### src/rtl/seg_offset_guard.sv
module seg_offset_guard #(
  parameter int OFS_W = 32,
  parameter int SP_W  = 16
) (
  input  logic                 clk,
  input  logic                 rst_n,
  input  logic                 req_valid,
  input  logic                 prot_mode,
  input  logic [1:0]           kind,
  input  logic [1:0]           size_sel,
  input  logic [OFS_W-1:0]     offset,
  input  logic [OFS_W-1:0]     seg_limit,
  input  logic                 sp_load,
  input  logic [SP_W-1:0]      sp_load_val,
  output logic                 fault,
  output logic [3:0]           lane_en,
  output logic [4*OFS_W-1:0]   lane_addr,
  output logic [SP_W-1:0]      sp_out
);
  localparam int LANES = 4;

  logic [2:0]       nbytes;
  logic [SP_W-1:0]  sp_q, nb_sp, stk_base;
  logic [SP_W:0]    stk_end;
  logic [OFS_W-1:0] base;
  logic [OFS_W:0]   last_wide;
  logic             is_stack, is_push, stk_cross, over_limit, commit;

  always_comb
    case (size_sel)
      2'd0:    nbytes = 3'd1;
      2'd1:    nbytes = 3'd2;
      default: nbytes = 3'd4;
    endcase

  assign is_stack  = kind[1];
  assign is_push   = (kind == 2'd2);
  assign nb_sp     = SP_W'(nbytes);
  assign stk_base  = is_push ? sp_q - nb_sp : sp_q;
  assign stk_end   = {1'b0, stk_base} + (SP_W+1)'(nbytes) - 1'b1;
  assign stk_cross = is_stack & stk_end[SP_W];

  assign base       = is_stack ? OFS_W'(stk_base) : offset;
  assign last_wide  = {1'b0, base} + (OFS_W+1)'(nbytes) - 1'b1;
  assign over_limit = last_wide > {1'b0, seg_limit};

  assign fault  = req_valid & prot_mode & (over_limit | stk_cross);
  assign commit = req_valid & is_stack & ~fault;

  for (genvar i = 0; i < LANES; i++) begin : g_lane
    logic [OFS_W-1:0] full;
    assign full = base + OFS_W'(i);
    assign lane_en[i] = req_valid & ~fault & (3'(i) < nbytes);
    assign lane_addr[i*OFS_W +: OFS_W] = !lane_en[i] ? '0 :
                                         prot_mode   ? full :
                                                       OFS_W'(full[SP_W-1:0]);
  end

  always_ff @(posedge clk)
    if (!rst_n)      sp_q <= '0;
    else if (sp_load) sp_q <= sp_load_val;
    else if (commit)  sp_q <= is_push ? stk_base : sp_q + nb_sp;

  assign sp_out = sp_q;

  AST_LEGACY_NEVER_FAULTS: assert property (@(posedge clk) disable iff (!rst_n)
    !prot_mode |-> !fault);
  AST_NO_LANES_ON_FAULT: assert property (@(posedge clk) disable iff (!rst_n)
    fault |-> lane_en == 4'b0);
  AST_SP_FROZEN_ON_FAULT: assert property (@(posedge clk) disable iff (!rst_n)
    (fault && !sp_load) |=> sp_out == $past(sp_out));
  AST_LANES_PACKED: assert property (@(posedge clk) disable iff (!rst_n)
    lane_en inside {4'b0000, 4'b0001, 4'b0011, 4'b1111});
  AST_PROT_START_IN_LIMIT: assert property (@(posedge clk) disable iff (!rst_n)
    (prot_mode && lane_en[0]) |-> lane_addr[OFS_W-1:0] <= seg_limit);
  AST_IDLE_SP_HOLDS: assert property (@(posedge clk) disable iff (!rst_n)
    (!req_valid && !sp_load) |=> $stable(sp_out));
endmodule

### config.mk
export PLATFORM = sky130hd
export DESIGN_NAME = seg_offset_guard
export DESIGN_NICKNAME = d
export VERILOG_FILES = /design/src/rtl/seg_offset_guard.sv
export SDC_FILE = /design/constraint.sdc
export NUM_CORES = 1
export LEC_CHECK = 0
export BUFFER_PORTS_ARGS = -buffer_cell sky130_fd_sc_hd__buf_2
export CAP_MARGIN = 20
export CORE_ASPECT_RATIO = 0.5
export CORE_MARGIN = 2
export CORE_UTILIZATION = 54
export DETAILED_ROUTE_END_ITERATION = 8
export PLACE_DENSITY = 0.88
export SETUP_SLACK_MARGIN = 0.1
export SYNTH_ARGS = -nofsm -noshare
export SYNTH_HDL_FRONTEND = slang
export SYNTH_SLANG_ARGS = --single-unit
### constraint.sdc
create_clock -name clk -period 13.9 [get_ports clk]
set_input_delay 2.085 -clock clk [delete_from_list [all_inputs] [get_ports clk]]
set_output_delay 2.085 -clock clk [all_outputs]
set_load 0.01 [all_outputs]
==> reports/metrics.yaml <==
status: "complete, no violations"
start_util: 0.5467
post_cts_buffers: 0
worst-path-max-fanout: 21
ctsHoldBuffers: 0
layout_commonest_cell: "buf_2"
instances_no_fill: 1502
start_kind: "primary input"
ys.warnings.count: 0
cp_data_required_time_ns: 11.81
die_h_um: 86.36
globalRoute.totalOverflow: 0
die_w_um: 168.7
crit_slowest_cell: "a21oi_1"
critPathTopFamily: "compound AO/OA/AOI/OAI gates"
fmax_ghz: 0.07851
crit_arrival_ns: 10.65
synth_area_per_cell_um2: 6.512
die_area_um2: 14570
cts_resized: 0
fin_skew_ns: 0.003553
clk_latency_ns: 0.25
layout.nets: 1535
cts_buffers: 3
setup_viol: 0
vias_per_cell: 5.886
vdd_ir_drop_max_uv: 88.80
syn_to_final_growth_pct: 18.74
setup.worst_path.class: "primary input to output port"
via_count: 8841
grt_pass1_vias: 8352
num_io_pins: 238
largest_reg_flops: 16
final_util: 0.6491
fin_tns_setup_ns: 0
pwr_density_cell_nw_per_um2: 65.11
wl_per_cell_um: 16.81
final.min_clock_period_ns: 12.74
clock-root-buffer: "clkbuf_16"
ys.flop_type: "dfxtp_1"
grt_setup_unrepaired: "no"
htree_levels: 1
syn-num-nets: 1334
worst_pin_slew_ns: 0.7009
crit_path_max_incr_delay_ns: 0.59
period_share: 0.9163
leakagePower_nw: 4.501
drv_slew: 0
grt_max_degree: 58
clkTransAtPathRegs_ns: 0.05
grtUsageTotal: 0.3292
cap_viol_max_count: 0
synthCells: 1125
path_buf_inv: 6
synth.cell_area_um2: 7326
ant_nets: 0
ys_seq_area_frac: 0.04372
drcViolationCount: 0
fillCellCount: 1289
gp_congestion: 0.9544
drt_wl_total_um: 25250
final_cell_mix: "237 x buf_2, 185 x nor2_1, 117 x ha_1"
endpoint_kind: "output port"
cts.path.max_buffers: 2
core_um2: 13400
final_layout_size_suffix_gt1_frac: 0.2008
grt_pass1_wl_um: 39650
cts.sinks: 16
hold_violations: 0
dp_hpwl_um: 20790
port_buffers: 237
drt-initial-drc-count: 683
ys_seq_elements: 16
place_area_um2: 8587
dp_cells: 1497
final_area_um2: 8698
firstDrtPassIters: 6
power_uw: 566.4
ys_async_sr_fraction: 0
num_rows: 30
yosysUniqueCellTypes: 68
hold_class: "flop to flop"
antenna_found_initial: 2
synth-edff-count: 0
slew-limit-headroom: 0.5328
cts_tree: "yes"
-- synth_stat cells, drive strengths merged (14+ instances only) --
library cell,n,area (um^2)
ha,117,1464
nor3,62,310.3
clkbuf,38,142.6
o21ai,46,230.2
xnor2,108,945.9
nor2,185,694.4
nand2,99,371.6
a21oi,58,290.3
xor2,18,157.7
nand3,32,160.2
a21o,25,187.7
dfxtp,16,320.3
nand4,22,137.6
and3,18,112.6
inv,111,416.7
mux2i,14,140.1
-- metrics by stage --
stage | hold slack [ns] | setup WS (ns)
after floorplan | 0.5708 | 1.948
after global placement | 0.5630 | 1.298
after detailed placement | 0.5733 | 0.9085
after CTS | 0.5814 | 0.8670
after global routing | 0.6513 | 0.3180
final | 0.5856 | 1.163
-- layer usage --
layer / part of all wire / GRT usage
met5: 0.00063 / 0
met4: 0.023 / 0.1042
met3: 0.073 / 0.03744
met2: 0.47 / 0.5849
met1: 0.43 / 0.4223
-- kinds of logic after synthesis --
kind of cell / after synthesis / share of synthesized area
buf+inv: 163 / 0.08881
mux: 15 / 0.02067
compound gates: 207 / 0.1841
xor+xnor: 126 / 0.1506
simple gates: 478 / 0.3040
fa+ha+maj: 120 / 0.2080
flops: 16 / 0.04372
-- report_power, final --
part	switching (mW)	leakage, nW	internal (mW)
clock	0.0184	0.0442	0.0437
combinational	0.267	4.32	0.178
sequential	0.00963	0.133	0.0500
-- worst min-delay path, stage by stage (launching register included) --
cell and delay (ns):
dfxtp_1 0.34, nand3_1 0.11, o211ai_1 0.08
-- final cells by class --
| cell class | count | area [um^2] | share of cell area |
|---|---|---|---|
| Sequential cell | 16 | 320.3 | 0.03682 |
| Inverter | 114 | 427.9 | 0.04919 |
| Multi-Input combinational cell | 946 | 6392 | 0.7349 |
| Antenna cell | 1 | 2.502 | 0.0002877 |
| Timing Repair Buffer | 245 | 1246 | 0.1433 |
| Clock buffer | 4 | 88.84 | 0.01021 |
| Tap cell | 176 | 220.2 | 0.02532 |
-- worst paths after layout --
| kind | startpoint | end | slack (ns) | depth (start not counted) |
|---|---|---|---|---|
| setup reg to reg | sp_out[3] | sp_out[0] | 5.74 | 29 |
| setup / recovery | size_sel[1] | lane_addr[54] | 1.16 | 33 |
| hold reg to reg | sp_out[15] | sp_out[15] | 0.59 | 2 |
| hold / removal | sp_out[15] | sp_out[15] | 0.59 | 2 |
(Power assumes the default switching activity.)
